[src/rtl/hsec_pkg.sv]
package hsec_pkg;

    typedef struct packed {
        logic err;
        logic fixed;
        logic chk_fault;
        logic uncorr;
    } hsec_flags_t;

    // smallest k with 2^k >= data + k + 1
    function automatic int chk_width(input int dw);
        int k;
        k = 0;
        while ((1 << k) < dw + k + 1) k++;
        return k;
    endfunction

    function automatic bit is_pow2(input int p);
        return (p > 0) && ((p & (p - 1)) == 0);
    endfunction

    // codeword position (1-based) of data bit idx
    function automatic int data_pos(input int idx);
        int cnt;
        int res;
        cnt = 0;
        res = 0;
        for (int p = 1; p <= 2 * idx + 4; p++) begin
            if (!is_pow2(p)) begin
                if (cnt == idx) res = p;
                cnt++;
            end
        end
        return res;
    endfunction

    // data bits covered by check bit k
    function automatic logic [63:0] cover_mask(input int k, input int dw);
        logic [63:0] m;
        m = '0;
        for (int i = 0; i < dw; i++) begin
            if (((data_pos(i) >> k) & 1) == 1) m[i] = 1'b1;
        end
        return m;
    endfunction

endpackage

[src/rtl/hsec_encoder.sv]
module hsec_encoder #(
    parameter int DATA_W = 8,
    localparam int CHK_W = hsec_pkg::chk_width(DATA_W),
    localparam int CODE_W = DATA_W + CHK_W
) (
    input  logic [DATA_W-1:0] data,
    output logic [CODE_W-1:0] code,
    output logic [CHK_W-1:0]  chk
);
    // data bits scattered to non-power-of-two positions
    for (genvar i = 0; i < DATA_W; i++) begin : g_data
        localparam int POS = hsec_pkg::data_pos(i);
        assign code[POS-1] = data[i];
    end

    // even parity per check column
    for (genvar k = 0; k < CHK_W; k++) begin : g_chk
        localparam logic [63:0] MASK = hsec_pkg::cover_mask(k, DATA_W);
        assign chk[k] = ^(data & MASK[DATA_W-1:0]);
        assign code[(1 << k) - 1] = chk[k];
    end
endmodule

[src/rtl/hsec_syndrome.sv]
module hsec_syndrome #(
    parameter int DATA_W = 8,
    localparam int CHK_W = hsec_pkg::chk_width(DATA_W),
    localparam int CODE_W = DATA_W + CHK_W
) (
    input  logic [CODE_W-1:0] code,
    output logic [DATA_W-1:0] data,
    output logic [CHK_W-1:0]  syn
);
    logic [CHK_W-1:0]  stored_chk;
    logic [CHK_W-1:0]  fresh_chk;
    logic [CODE_W-1:0] fresh_code;

    for (genvar i = 0; i < DATA_W; i++) begin : g_pick
        localparam int POS = hsec_pkg::data_pos(i);
        assign data[i] = code[POS-1];
    end

    for (genvar k = 0; k < CHK_W; k++) begin : g_stored
        assign stored_chk[k] = code[(1 << k) - 1];
    end

    hsec_encoder #(.DATA_W(DATA_W)) u_regen (
        .data (data),
        .code (fresh_code),
        .chk  (fresh_chk)
    );

    assign syn = stored_chk ^ fresh_chk;
endmodule

[src/rtl/hsec_corrector.sv]
module hsec_corrector #(
    parameter int DATA_W = 8,
    localparam int CHK_W = hsec_pkg::chk_width(DATA_W),
    localparam int CODE_W = DATA_W + CHK_W
) (
    input  logic [CHK_W-1:0]        syn,
    input  logic [DATA_W-1:0]       data_in,
    output logic [DATA_W-1:0]       data_out,
    output hsec_pkg::hsec_flags_t   flags
);
    localparam logic [CHK_W-1:0] TOP_POS = CHK_W'(CODE_W);

    logic [DATA_W-1:0] flip;
    logic              nonzero;
    logic              single;
    logic              in_range;

    for (genvar i = 0; i < DATA_W; i++) begin : g_flip
        localparam logic [CHK_W-1:0] POS_V = CHK_W'(hsec_pkg::data_pos(i));
        assign flip[i] = (syn == POS_V);
    end

    always_comb begin
        nonzero  = |syn;
        single   = nonzero && ((syn & (syn - 1'b1)) == '0);
        in_range = (syn <= TOP_POS);
        data_out = data_in ^ flip;
        flags.err       = nonzero;
        flags.chk_fault = single;
        flags.fixed     = nonzero && in_range;
        flags.uncorr    = nonzero && !in_range;
    end
endmodule

[src/rtl/hsec_codec.sv]
module hsec_codec #(
    parameter int DATA_W = 8,
    parameter bit REG_OUT = 1'b1,
    localparam int CHK_W = hsec_pkg::chk_width(DATA_W),
    localparam int CODE_W = DATA_W + CHK_W
) (
    input  logic              clk,
    input  logic              rst_n,
    input  logic [DATA_W-1:0] wr_data,
    output logic [CODE_W-1:0] wr_code,
    input  logic [CODE_W-1:0] rd_code,
    output logic [DATA_W-1:0] rd_data,
    output logic [CHK_W-1:0]  rd_syndrome,
    output logic              rd_err,
    output logic              rd_fixed,
    output logic              rd_chk_fault,
    output logic              rd_uncorr
);
    typedef struct packed {
        logic [CODE_W-1:0]     code;
        logic [DATA_W-1:0]     data;
        logic [CHK_W-1:0]      syn;
        hsec_pkg::hsec_flags_t flags;
    } out_t;

    logic [CODE_W-1:0]     enc_code;
    logic [CHK_W-1:0]      enc_chk;
    logic [DATA_W-1:0]     fetched;
    logic [CHK_W-1:0]      syn;
    logic [DATA_W-1:0]     fixed_data;
    hsec_pkg::hsec_flags_t flags;

    out_t out_d;
    out_t out_q;

    hsec_encoder #(.DATA_W(DATA_W)) u_enc (
        .data (wr_data),
        .code (enc_code),
        .chk  (enc_chk)
    );

    hsec_syndrome #(.DATA_W(DATA_W)) u_syn (
        .code (rd_code),
        .data (fetched),
        .syn  (syn)
    );

    hsec_corrector #(.DATA_W(DATA_W)) u_fix (
        .syn      (syn),
        .data_in  (fetched),
        .data_out (fixed_data),
        .flags    (flags)
    );

    always_comb begin
        out_d       = '0;
        out_d.code  = enc_code;
        out_d.data  = fixed_data;
        out_d.syn   = syn;
        out_d.flags = flags;
    end

    if (REG_OUT) begin : g_reg
        always_ff @(posedge clk) begin
            if (!rst_n) out_q <= '0;
            else        out_q <= out_d;
        end
    end else begin : g_comb
        always_comb out_q = out_d;
    end

    assign wr_code      = out_q.code;
    assign rd_data      = out_q.data;
    assign rd_syndrome  = out_q.syn;
    assign rd_err       = out_q.flags.err;
    assign rd_fixed     = out_q.flags.fixed;
    assign rd_chk_fault = out_q.flags.chk_fault;
    assign rd_uncorr    = out_q.flags.uncorr;

    // clean syndrome leaves data untouched and raises nothing
    a_r3_clean_pass: assert property (@(posedge clk) disable iff (!rst_n)
        (syn == '0) |-> (!flags.err && fixed_data == fetched));

    // check-bit fault keeps the data
    a_r4_chk_keeps_data: assert property (@(posedge clk) disable iff (!rst_n)
        flags.chk_fault |-> (fixed_data == fetched && flags.fixed && !flags.uncorr));

    // a data repair changes exactly one bit
    a_r5_one_bit_flip: assert property (@(posedge clk) disable iff (!rst_n)
        (flags.fixed && !flags.chk_fault) |-> ($countones(fixed_data ^ fetched) == 1));

    // out-of-range syndrome leaves data unchanged
    a_r6_uncorr_keeps_data: assert property (@(posedge clk) disable iff (!rst_n)
        flags.uncorr |-> (fixed_data == fetched && flags.err));

    // repaired and uncorrectable are exclusive and cover every error
    a_r6_flag_partition: assert property (@(posedge clk) disable iff (!rst_n)
        ($onehot0({flags.fixed, flags.uncorr}) && (flags.err == (flags.fixed | flags.uncorr))));
endmodule

[config.mk]
export PLATFORM = sky130hd
export DESIGN_NAME = hsec_codec
export DESIGN_NICKNAME = d
export VERILOG_FILES = /design/src/rtl/hsec_pkg.sv /design/src/rtl/hsec_encoder.sv /design/src/rtl/hsec_syndrome.sv /design/src/rtl/hsec_corrector.sv /design/src/rtl/hsec_codec.sv
export SDC_FILE = /design/constraint.sdc
export NUM_CORES = 1
export LEC_CHECK = 0
export BUFFER_PORTS_ARGS = -buffer_cell sky130_fd_sc_hd__buf_2
export CAP_MARGIN = 0
export CORE_MARGIN = 5
export CORE_UTILIZATION = 51
export CTS_CLUSTER_DIAMETER = 80
export DETAILED_ROUTE_END_ITERATION = 12
export HOLD_SLACK_MARGIN = 0.05
export PLACE_DENSITY = 0.8
export SYNTH_ARGS = -nofsm -noshare
export SYNTH_HDL_FRONTEND = slang
export SYNTH_SLANG_ARGS = --single-unit
[constraint.sdc]
create_clock -name clk -period 3.8 [get_ports clk]
set_input_delay 0.76 -clock clk [delete_from_list [all_inputs] [get_ports clk]]
set_output_delay 0.76 -clock clk [all_outputs]
set_load 0.03 [all_outputs]
### Word level (Yosys, flattened, before mapping)

Index checks and enable logic that the tools add are counted.

* $add $sub $neg: 1
* magnitude comparators: 1
* equal/unequal tests: 8
* bitwise logic cells: 3
* reduce and logical (&&, ||, !) cells: 14

Operators by type and width (number)
* $reduce_xor 8->1: 8
* $eq 4x4->1 const B: 4
* $eq 4x3->1 const B: 3
* $xor 8x8->8: 1
* $and 4x4->4: 1
* $eq 4x2->1 const B: 1
* $le 4x4->1 const B: 1
* $logic_not 4->1: 1
* $reduce_or 4->1: 1
* $sub 4x1->4 const B: 1
* $xor 4x4->4: 1
* $logic_and 1x1->1: 3
* $logic_not 1->1: 1

* bits in registers: 28
* input port bits: 22
* output and inout bits: 28
* logic and storage cells: 34

### Depth between registers and ports, before layout

* word-level depth: 6
* gate-level depth with buffers: 6
* depth with buffers taken out: 5

### Modules after synthesis

A second synthesis with hierarchy kept.

* cells, all modules: 145
* area, all modules: 1591.5 um2

By module, submodules not included
* hsec_codec: instances 1, cells each 58, area an instance 785.8 um2, seq. area each 560.5 um2
* hsec_encoder: instances 2, cells each 22, area an instance 214.0 um2, seq. area each 0.0 um2
* hsec_corrector: instances 1, cells each 31, area an instance 282.8 um2, seq. area each 0.0 um2
* hsec_syndrome: instances 1, cells each 12, area an instance 95.1 um2, seq. area each 0.0 um2

### Worst setup path before layout

Ideal clock, no wire load.

* path kind: input to register
* start: input port rd_code[10]
* end: register out_q, in the netlist rd_data[6]
* library setup time: 115 ps
* arrival time: 2058 ps
* required time: 3685 ps
* slack: 1627 ps
* stages: 6
* buffers on the path: 1
* cells stage by stage: xnor3_2 > xnor2_2 > buf_4 > nor4b_2 > xor2_1 > and2_1

* cells in the longest elaborated chain, start to end: 4

Ends and longest elaborated chain
* start: declaration: RTL line hsec_codec.sv:11 `input logic [CODE_W-1:0] rd_code,`
* $reduce_xor 8->1: RTL line hsec_encoder.sv:19 `assign chk[k] = ^(data & MASK[DATA_W-1:0]);`
* $xor 4x4->4: RTL line hsec_syndrome.sv:29 `assign syn = stored_chk ^ fresh_chk;`
* $eq 4x4->1: RTL line hsec_corrector.sv:20 `assign flip[i] = (syn == POS_V);`
* $xor 8x8->8 *: RTL line hsec_corrector.sv:27 `data_out = data_in ^ flip;`
* end signal: assignment: RTL line hsec_codec.sv:66 `else out_q <= out_d;`
* end: declaration: RTL line hsec_codec.sv:34 `out_t out_q;`

Mark *: on every way between the ends. The rest lies on a longest branch, timed or not.
A chain may end at the register's enable or synchronous reset.

### Final worst setup path

* start: input port rd_code[10]
* end: register out_q, in the netlist rd_data[1]

* cells in the longest elaborated chain, start to end: 4

Ends and longest elaborated chain (RTL line)
* $reduce_xor 8->1: hsec_encoder.sv:19
* $xor 4x4->4 *: hsec_syndrome.sv:29
* $eq 4x3->1 *: hsec_corrector.sv:20
* $xor 8x8->8 *: hsec_corrector.sv:27

Marks and branches as above.

==> key figures <==
Power
  • Sw Share: 33.9%
  • P_sw: 0.287 mW
  • Sequential Power Share: 39.9%
  • Cell Pwr Density: roughly 530 nW/µm²
  • Cell-internal power: between 0.5 and 0.6 mW
  • Clock share of power: around 22%
  • Lkg Pwr: between 0.7 and 0.8 nW
  • Peak VDD IR: approximately 0.36 mV
  • Combinational share of power: 37.7%

STA
  • Fin Setup TNS: 0 ps
  • Endpoints failing hold: 0
  • Final Cycle Share: 62.2%
  • Slew Limit Headroom: about 59%
  • Final Slew Violations: 0
  • Final hold slack: around 660 ps
  • Final setup fails: 0
  • Final period demand of the worst path: about 2400 ps
  • Worst-margin pin slew: ~610 ps
  • RSZ-0062 raised after global routing: no
  • Max Clk Rate: approximately 420 MHz

Routing
  • DRC violations left: 0
  • Initial DRC Count: 4
  • Via density: 4.75
  • Total number of vias: approximately 900
  • TritonRoute pass-1 iters: 4
  • Post-DR wirelength/cell: roughly 13 µm
  • Post-Route WL: between 2000 and 2500 µm
  • ANT nets after route: 0

Synth
  • Sequential share of the synthesized area: between 40% and 50%
  • Post-synth EDFFs: 0
  • Asr flop ratio synth: 0%
  • Mux share of post-synthesis cell area: 0%
  • Syn_area_per_cell: between 10 and 15 µm²
  • #FFs+latches synth: 28
  • Post-Synth XOR/XNOR Area: 30.7%
  • Synth Area in Compound Gates: around 1.9%
  • Post-Synth Simple-Gate Area: ~22%
  • Post-Syn Nets: roughly 130
  • Most used flip-flop cell after synthesis: dfxtp_1
  • Mapped cell area: about 1300 µm²
  • Post-synthesis adder-cell area fraction: 0%
  • Yosys cell types: 25
  • Largest family of logic cells by synthesized area: XOR/XNOR gates
  • Synth Warn #: 0
  • Mapped Cells: 109

Worst setup path
  • CP Class: input port to register
  • Crit path DAT: between 2000 and 3000 ps
  • Critical path endpoint category: register
  • Type of origin of the critical path: input port
  • CP Max Fanout: 12
  • Required time of the critical path: 4080 ps

CTS
  • H-tree levels: 1
  • TritonCTS Sinks: 28
  • TritonCTS Buffers: 3
  • Clock-pin slew on the worst setup and hold paths: between 100 and 150 ps
  • Post-CTS Setup Repair Bufs: 0
  • CTS Hold Buffers Added: 0
  • CTS max path bufs: 2
  • Root Buffer: clkbuf_4
  • CTS tree: done
  • Cts repair resizes: 0

Final layout
  • Layout Cells excl Fill: approximately 190
  • Post-layout nets: 182
  • Commonest non-fill, non-tap cell in the layout: buf_2
  • Final-layout fill cell count: 197
  • Final std cell area, no fill: 1600 µm²
  • Final Core Density: 65.7%
  • Most frequent cells in the layout: 49 x buf_2, 28 x dfxtp_1, 23 x and2_1, 15 x xnor2_1, 11 x xor2_1
  • Area Growth Syn to Fin: 25.3%
  • Ant. Diodes: 0
  • Share of cells above drive strength 1: 40.9%

Place
  • DP Area: ~1500 µm²
  • DP Wirelength: slightly above 2000 µm
  • # placed instances: ~190
  • RD Place Congestion: just under 0.8
  • I/O Buffers: 49

Die
  • Row Count: 18
  • Die ar.: 3600 µm²
  • Die W: 60 µm
  • DIE HEIGHT: 60 µm
  • Core footprint: 2430 µm²
  • Initial Utilization: between 50 and 60%
  • IO Count: 50

Global route
  • Initial antenna violation count: 0
  • Vias in the first global route: roughly 890
  • GRT Resource Usage Total: ~14%
  • Largest net degree at the start of global routing: 27
  • Total grt overflow: 0
  • Global-route wire length before repair: approximately 3800 µm

Worst hold path
  • Hold Path Class: input port to register
  • Hold path depth: 2

Job
  • Max-cap violations: 0

Run status
  • Status: finished clean
[power by group through the flow]
stage,clock [mW],sequential [mW],combinational [mW]
after detailed placement,0,0.345,0.322
after floorplan,0,0.421,0.167
after global routing,0.210,0.342,0.343
after global placement,0,0.344,0.311
after CTS,0.194,0.339,0.322
final,0.189,0.338,0.319
[path summary, 6_finish.rpt]
| kind | endpoint | slack, ps | start |
|---|---|---|---|
| max | rd_data[1] | 1440 | rd_code[10] |
| min | wr_code[9] | 660 | wr_data[5] |
[critical path, stage by stage]
cell and delay (ps):
buf_2 120, xnor3_2 500, xnor2_2 540, nor4b_2 380
xor2_1 190, and2_1 140
[synth_stat cells, types with 2 or more instances]
library cell	instances	area, µm²
and2_1	23	144
clkbuf_1	2	7.51
dfxtp_1	28	561
nand2_1	2	7.51
nand4_1	2	12.5
nor4_2	3	37.5
nor4b_2	3	45.0
xnor2_1	15	131
xnor2_2	3	48.8
xnor3_1	3	67.6
xor2_1	11	96.3
[kinds of logic after synthesis]
family                    count (synthesis)
DFF                                      28
AOI/OAI and AO/OA                         4
xor gates and xnor gates                 34
and+or+nand+nor                          38
buffers and inverters                     5
[registers in the layout, summed over array words and instances (netlist names)]
register / count
wr_code: 12
rd_data: 8
rd_syndrome: 4
rd_chk_fault: 1
rd_err: 1
rd_fixed: 1
rd_uncorr: 1
[final cells by class]
type	count	area, µm²	share of cell area [%]
clock buffers	3	22.5	1.41
clock inverters	1	30.0	1.88
inverters	1	3.75	0.235
multi-input cells	76	691	43.2
flip-flops and latches	28	561	35.1
well taps	30	37.5	2.35
repair buffers	50	253	15.8
[per-layer routing]
metal	global-route usage (%)	vias up	routed length, µm
met2	27.5	36	1310
met3	2.38	2	249
met5	0	-	0
met4	8.23	0	25
met1	14.3	409	886
li1	-	451	-
[stage by stage]
| stage | total power, mW | setup slack [ps] |
|---|---|---|
| 2_1_floorplan | 0.588 | 1630 |
| 3_3_place_gp | 0.655 | 1260 |
| 3_5_place_dp | 0.668 | 1100 |
| 4_1_cts | 0.856 | 1470 |
| 5_1_grt | 0.894 | 1360 |
| 6_report | 0.846 | 1440 |
(Power assumes the default switching activity.)
